===== src/rtl/dac_hold_pkg.sv =====
package dac_hold_pkg;

    localparam int DAC_W   = 12;
    localparam int BUS_W   = 32;
    localparam int ADDR_W  = 4;
    localparam int NUM_CH  = 2;
    localparam int HW_TRIG = 7;
    localparam int SEL_W   = 3;

    typedef logic [DAC_W-1:0] sample_t;

    // Write address map; the bench and software rely on these codes.
    typedef enum logic [ADDR_W-1:0] {
        REG_A_R12  = 4'd0,
        REG_A_L12  = 4'd1,
        REG_A_R8   = 4'd2,
        REG_B_R12  = 4'd3,
        REG_B_L12  = 4'd4,
        REG_B_R8   = 4'd5,
        REG_D_R12  = 4'd6,
        REG_D_L12  = 4'd7,
        REG_D_R8   = 4'd8,
        REG_SWTRIG = 4'd9
    } reg_addr_e;

    // Format converters from a bus lane to a held sample.
    function automatic sample_t fmt_r12(input logic [DAC_W-1:0] lane);
        return lane;
    endfunction

    function automatic sample_t fmt_l12(input logic [15:0] lane);
        return lane[15:4];
    endfunction

    function automatic sample_t fmt_r8(input logic [7:0] lane);
        return {lane, 4'h0};
    endfunction

endpackage


===== src/rtl/dac_hold_decode.sv =====
module dac_hold_decode
    import dac_hold_pkg::*;
(
    input  logic                    wr_en,
    input  logic [ADDR_W-1:0]       wr_addr,
    input  logic [BUS_W-1:0]        wr_data,
    output logic [NUM_CH-1:0]       load,
    output sample_t [NUM_CH-1:0]    load_val,
    output logic [NUM_CH-1:0]       sw_set
);

    typedef struct packed {
        logic [NUM_CH-1:0]    load;
        sample_t [NUM_CH-1:0] val;
        logic [NUM_CH-1:0]    sw;
    } dec_t;

    dec_t dec_d;

    always_comb begin
        dec_d = '0;
        if (wr_en) begin
            case (reg_addr_e'(wr_addr))
                REG_A_R12: begin
                    dec_d.load[0] = 1'b1;
                    dec_d.val[0]  = fmt_r12(wr_data[11:0]);
                end
                REG_A_L12: begin
                    dec_d.load[0] = 1'b1;
                    dec_d.val[0]  = fmt_l12(wr_data[15:0]);
                end
                REG_A_R8: begin
                    dec_d.load[0] = 1'b1;
                    dec_d.val[0]  = fmt_r8(wr_data[7:0]);
                end
                REG_B_R12: begin
                    dec_d.load[1] = 1'b1;
                    dec_d.val[1]  = fmt_r12(wr_data[11:0]);
                end
                REG_B_L12: begin
                    dec_d.load[1] = 1'b1;
                    dec_d.val[1]  = fmt_l12(wr_data[15:0]);
                end
                REG_B_R8: begin
                    dec_d.load[1] = 1'b1;
                    dec_d.val[1]  = fmt_r8(wr_data[7:0]);
                end
                REG_D_R12: begin
                    dec_d.load   = '1;
                    dec_d.val[0] = fmt_r12(wr_data[11:0]);
                    dec_d.val[1] = fmt_r12(wr_data[27:16]);
                end
                REG_D_L12: begin
                    dec_d.load   = '1;
                    dec_d.val[0] = fmt_l12(wr_data[15:0]);
                    dec_d.val[1] = fmt_l12(wr_data[31:16]);
                end
                REG_D_R8: begin
                    dec_d.load   = '1;
                    dec_d.val[0] = fmt_r8(wr_data[7:0]);
                    dec_d.val[1] = fmt_r8(wr_data[15:8]);
                end
                REG_SWTRIG: begin
                    dec_d.sw = wr_data[NUM_CH-1:0];
                end
                default: ;
            endcase
        end
    end

    assign load     = dec_d.load;
    assign load_val = dec_d.val;
    assign sw_set   = dec_d.sw;

endmodule


===== src/rtl/dac_trig_detect.sv =====
module dac_trig_detect #(
    parameter int N_HW = 7,
    parameter int SW_W = 3
) (
    input  logic            clk,
    input  logic            rst_n,
    input  logic            ch_en,
    input  logic            trig_en,
    input  logic [SW_W-1:0] sel,
    input  logic [N_HW-1:0] trig_in,
    input  logic            sw_set,
    output logic            hit,
    output logic            sw_pend
);

    localparam int SOFT_CODE = N_HW;

    typedef struct packed {
        logic [N_HW-1:0] prev;
        logic            sw;
        logic            hit;
    } det_state_t;

    det_state_t st_d, st_q;
    logic [N_HW-1:0] rise;
    logic            soft_sel;
    logic            det;

    always_comb begin
        rise     = trig_in & ~st_q.prev;
        soft_sel = (int'(sel) == SOFT_CODE);
        det      = 1'b0;
        if (soft_sel) begin
            // A pending software request fires once; the in-flight hit blocks a repeat.
            det = st_q.sw & ~st_q.hit;
        end else if (int'(sel) < N_HW) begin
            det = rise[sel];
        end
        det = det & ch_en & trig_en;

        st_d      = st_q;
        st_d.prev = trig_in;
        st_d.hit  = det;
        st_d.sw   = (st_q.sw & ~(st_q.hit & soft_sel)) | sw_set;
    end

    always_ff @(posedge clk or negedge rst_n) begin
        if (!rst_n) st_q <= '0;
        else        st_q <= st_d;
    end

    assign hit     = st_q.hit;
    assign sw_pend = st_q.sw;

    // A pending bit only drops after a detection made while the channel was armed.
    assert_sw_clear_R9: assert property (@(posedge clk) disable iff (!rst_n)
        $fell(st_q.sw) |-> $past(ch_en && trig_en, 2));

endmodule


===== src/rtl/dac_chan_path.sv =====
module dac_chan_path #(
    parameter int DW = 12
) (
    input  logic          clk,
    input  logic          rst_n,
    input  logic          ch_en,
    input  logic          trig_en,
    input  logic          dma_en,
    input  logic          load,
    input  logic [DW-1:0] load_val,
    input  logic          hit,
    output logic [DW-1:0] dout,
    output logic          dma_req
);

    typedef struct packed {
        logic [DW-1:0] hold;
        logic [DW-1:0] out;
        logic          dma;
    } path_state_t;

    path_state_t st_d, st_q;

    always_comb begin
        st_d     = st_q;
        st_d.dma = 1'b0;
        if (load) st_d.hold = load_val;
        if (ch_en) begin
            if (!trig_en) begin
                st_d.out = st_q.hold;
            end else if (hit) begin
                st_d.out = st_q.hold;
                st_d.dma = dma_en;
            end
        end
    end

    always_ff @(posedge clk or negedge rst_n) begin
        if (!rst_n) st_q <= '0;
        else        st_q <= st_d;
    end

    assign dout    = st_q.out;
    assign dma_req = st_q.dma;

    // A disabled channel neither moves its output nor requests data.
    assert_disabled_hold_R11: assert property (@(posedge clk) disable iff (!rst_n)
        !$past(ch_en) |-> ($stable(st_q.out) && !st_q.dma));

endmodule


===== src/rtl/dac_hold_ctrl.sv =====
module dac_hold_ctrl
    import dac_hold_pkg::*;
(
    input  logic               clk,
    input  logic               rst_n,
    input  logic               wr_en,
    input  logic [ADDR_W-1:0]  wr_addr,
    input  logic [BUS_W-1:0]   wr_data,
    input  logic [NUM_CH-1:0]  ch_en,
    input  logic [NUM_CH-1:0]  trig_en,
    input  logic [NUM_CH-1:0]  dma_en,
    input  logic [SEL_W-1:0]   sel_a,
    input  logic [SEL_W-1:0]   sel_b,
    input  logic [HW_TRIG-1:0] trig_in_a,
    input  logic [HW_TRIG-1:0] trig_in_b,
    output logic [DAC_W-1:0]   dout_a,
    output logic [DAC_W-1:0]   dout_b,
    output logic [NUM_CH-1:0]  dma_req,
    output logic [NUM_CH-1:0]  sw_pend
);

    logic [NUM_CH-1:0]                load;
    sample_t [NUM_CH-1:0]             load_val;
    logic [NUM_CH-1:0]                sw_set;
    logic [NUM_CH-1:0]                hit;
    logic [NUM_CH-1:0][SEL_W-1:0]     sel_arr;
    logic [NUM_CH-1:0][HW_TRIG-1:0]   trig_arr;
    logic [NUM_CH-1:0][DAC_W-1:0]     dout_arr;

    assign sel_arr  = {sel_b, sel_a};
    assign trig_arr = {trig_in_b, trig_in_a};

    dac_hold_decode i_decode (
        .wr_en    (wr_en),
        .wr_addr  (wr_addr),
        .wr_data  (wr_data),
        .load     (load),
        .load_val (load_val),
        .sw_set   (sw_set)
    );

    for (genvar c = 0; c < NUM_CH; c++) begin : g_ch
        dac_trig_detect #(.N_HW(HW_TRIG), .SW_W(SEL_W)) i_detect (
            .clk     (clk),
            .rst_n   (rst_n),
            .ch_en   (ch_en[c]),
            .trig_en (trig_en[c]),
            .sel     (sel_arr[c]),
            .trig_in (trig_arr[c]),
            .sw_set  (sw_set[c]),
            .hit     (hit[c]),
            .sw_pend (sw_pend[c])
        );

        dac_chan_path #(.DW(DAC_W)) i_path (
            .clk      (clk),
            .rst_n    (rst_n),
            .ch_en    (ch_en[c]),
            .trig_en  (trig_en[c]),
            .dma_en   (dma_en[c]),
            .load     (load[c]),
            .load_val (load_val[c]),
            .hit      (hit[c]),
            .dout     (dout_arr[c]),
            .dma_req  (dma_req[c])
        );

        // In gated mode the output moves only after a detection.
        assert_gated_transfer_R7: assert property (@(posedge clk) disable iff (!rst_n)
            ($past(trig_en[c]) && !$stable(dout_arr[c])) |-> $past(hit[c]));

        // A request needs DMA enabled and an armed trigger two cycles earlier.
        assert_dma_cause_R10: assert property (@(posedge clk) disable iff (!rst_n)
            dma_req[c] |-> ($past(dma_en[c]) && $past(trig_en[c], 2)));
    end

    assign dout_a = dout_arr[0];
    assign dout_b = dout_arr[1];

endmodule


===== config.mk =====
export PLATFORM = sky130hd
export DESIGN_NAME = dac_hold_ctrl
export DESIGN_NICKNAME = d
export VERILOG_FILES = /design/src/rtl/dac_hold_pkg.sv /design/src/rtl/dac_hold_decode.sv /design/src/rtl/dac_trig_detect.sv /design/src/rtl/dac_chan_path.sv /design/src/rtl/dac_hold_ctrl.sv
export SDC_FILE = /design/constraint.sdc
export NUM_CORES = 1
export LEC_CHECK = 0
export ABC_AREA = 1
export BUFFER_PORTS_ARGS = -buffer_cell sky130_fd_sc_hd__buf_2
export CELL_PAD_IN_SITES_DETAIL_PLACEMENT = 0
export CELL_PAD_IN_SITES_GLOBAL_PLACEMENT = 1
export CORE_MARGIN = 5
export CORE_UTILIZATION = 43
export CTS_BUF_LIST = sky130_fd_sc_hd__clkbuf_8
export CTS_CLUSTER_DIAMETER = 80
export DETAILED_ROUTE_END_ITERATION = 8
export GPL_TIMING_DRIVEN = 0
export PLACE_DENSITY = 0.92
export SYNTH_ARGS = -nofsm -noshare
export SYNTH_HDL_FRONTEND = slang
export SYNTH_SLANG_ARGS = --single-unit

===== constraint.sdc =====
create_clock -name clk -period 2.1 [get_ports clk]
set_input_delay 0.21 -clock clk [delete_from_list [all_inputs] [get_ports clk]]
set_output_delay 0.21 -clock clk [all_outputs]
set_load 0.02 [all_outputs]

==> results by group <==
Cells and area
  • Area delta synth->final: 26.3%
  • Commonest cells after routing, fill and taps aside: nand2_1 (183), buf_2 (96), dfrtp_1 (68)
  • Layout fillers: approximately 820
  • Diode count: 0
  • Final Core Density: between 50% and 60%
  • Finished Layout Cells: ~680
  • Layout Nets: around 640
  • Most common cell after layout, fill and taps aside: nand2_1
  • Layout cells sized above 1: 31.7%
  • Design area: 4590 um2

Floorplan
  • Initial Util: 44.2%
  • Die X: about 100 um
  • Die ar.: between 10000 and 15000 um2
  • CORE AREA: 8220 um2
  • Site Rows: 33
  • Die Height: 102 um
  • I/O pins: between 90 and 100

Detailed routing
  • Initial DRC count: ~140
  • Vias after detailed routing: roughly 3.3k
  • Avg WL per Cell: roughly 13 um
  • Antenna viol nets, final: 0
  • Post-route DRC: 0
  • Via/cell ratio: 4.86
  • Drt total wl: 9.06 mm
  • Drt first pass iters: 4

Clock network
  • Clk Latency, worst-skew pair: about 0.34 ns
  • Clock transition at path regs: 0.08 ns
  • Cts bufs inserted: 9
  • Root Buffer Master: clkbuf_8
  • Gates resized, CTS repair: 0
  • Clock Tree Buf Depth: 2
  • H-tree levels: 3
  • Post-CTS setup buffer count: 0
  • # clock sinks: 68
  • CTS Hold Bufs: 14
  • CTS tree: done

STA
  • Setup Skew: 0.00985 ns
  • Minimum clock period: 1.57 ns
  • Fin Hold WS: -0.0345 ns
  • Final hold vios: 64
  • Final cycle utilization of the critical path: about three quarters
  • Slew Limit Fails: 0
  • Setup-failing EPs final: 0
  • Slew @ Worst Pin: 0.837 ns
  • Rel. slew slack: between 40 and 50%
  • Unrepaired setup endpoints after global routing: false
  • Setup_tns: 0 ns
  • Fmax: approximately 0.64 GHz

Worst setup path
  • Kind of critical path: reg -> reg
  • Crit. End Element: flop
  • Crit path required time: about 2.3 ns
  • WP data arrival: ~1.8 ns
  • CP Max Fanout: 10
  • Startpoint types: flop

Placed design
  • Gpl congestion: ~0.90
  • Port Buffers: 91
  • Dpl hpwl: a little under 7 mm
  • Inst Count DP: between 600 and 700
  • Placement Cell Area: 4220 um2

Yosys
  • Syn Area/Cell: a little under 8 um2
  • Syn Nets: 522
  • Synth top area share: 46.8%
  • Synth Warn #: 0
  • Synth Cell Area: 3630 um2
  • Cell type with the largest total area after synthesis: dfrtp_1
  • Synth top area cells: dfrtp_1 (47%), nand2_1 (19%), mux2_2 (7.4%)
  • Instance count of the mapped netlist: roughly 460
  • Yosys reg bits: 68
  • Cell variety after synth: 20
  • Register area share after synthesis: 46.8%

Global routing
  • Met3 usage: roughly 4.8%
  • Initial antenna violation count: 0
  • M2 GR Usage: about 29%
  • Met1 GRT Util: between 20% and 30%
  • GRT Residual Overflow: 0
  • Top Usage Layer GRT: met2
  • Total GRT Usage: between 10% and 20%
  • First-pass GRT wire length: about 15 mm
  • Vias in the first global route: between 3k and 4k
  • Largest net degree at the start of global routing: approximately 70

Status
  • Outcome: finished, violations left
  • Failing checks: hold timing

Run
  • Max-cap violations: 0

Pwr
  • Leakage: 2.55 nW
  • Power density cells: just under 900 nW/um2
  • Maximum VDD drop: about 360 uV

Min path
  • Hold WC Path Type: in -> async
==> power by group <==
group | internal, mW | switching (mW) | total, mW
sequential | 1.57 | 0.123 | 1.69
clock | 0.701 | 0.508 | 1.21
combinational | 0.535 | 0.562 | 1.10
total | 2.80 | 1.19 | 3.99
==> cell type report <==
type | instances | area [um2] | share of cell area (%)
sequential | 68 | 1700 | 37.1
multi-input combinational | 318 | 1520 | 33.2
timing repair buffer | 105 | 598 | 13.0
buffer | 40 | 293 | 6.38
clock buffer | 10 | 138 | 3.00
tap | 105 | 131 | 2.86
inverter | 31 | 116 | 2.54
clock inverter | 6 | 87.6 | 1.91
==> final timing paths <==
path / from / endpoint / slack, ns / cells past startpoint
worst max-delay path: g_ch[1].i_detect.hit / g_ch[1].i_path.dout[2] / 0.53 / 3
worst min register to register: g_ch[0].i_path.st_q[14] / g_ch[0].i_path.st_q[14] / 0.47 / 2
worst max register to register: g_ch[1].i_detect.hit / g_ch[1].i_path.dout[2] / 0.53 / 3
worst min-delay path: rst_n / g_ch[0].i_detect.st_q[4] / -0.03 / 1
max in group asynchronous: rst_n / g_ch[1].i_path.dout[6] / 1.59 / 1
min in group clk: dma_en[0] / g_ch[0].i_path.dma_req / 0.09 / 3
==> critical path: stages, from the launching register on <==
cell and delay (ns):
dfrtp_1 0.39, o21ai_0 0.34, buf_2 0.34, mux2_2 0.38
==> synth_stat cells, drive strengths merged <==
master,instances
dfrtp,68
clkbuf,1
o21ai,15
a21oi,3
a31oi,2
nand4,5
buf,39
nand2,188
nor2,27
mux2,24
inv,31
nand3,53
nor3,1
==> cell families after synthesis <==
group | count (synthesis) | synth area share (%)
flip-flops | 68 | 46.8
AND/OR/NAND/NOR | 274 | 31.6
multiplexers | 24 | 7.44
buffers and inverters | 71 | 11.3
AO/OA/AOI/OAI | 20 | 2.82
==> routing by layer <==
metal / share of wire (%) / wire, um / up-vias
li1: - / - / 1662
met1: 44 / 4020 / 1527
met2: 45 / 4050 / 114
met3: 9.2 / 832 / 18
met4: 1.7 / 155 / 0
met5: 0 / 0 / -
==> state kept, by name, summed over array words and instances (netlist names) <==
signal                 cells
g_ch.i_detect.hit          2
g_ch.i_detect.st_q        14
g_ch.i_detect.sw_pend      2
g_ch.i_path.dma_req        2
g_ch.i_path.dout          24
g_ch.i_path.st_q          24
==> metrics by stage <==
step / hold slack, ns / worst slack (ns) / total power, mW
after global placement: 0.333 / 0.553 / 2.78
final: -0.0345 / 0.534 / 3.99
after global routing: 0.0432 / 0.418 / 4.22
after CTS: 0.0000508 / 0.506 / 4.06
after floorplan: -0.0856 / 0.730 / 2.44
after detailed placement: 0.335 / 0.519 / 2.81
No activity file was read; power rests on OpenSTA's default activity.
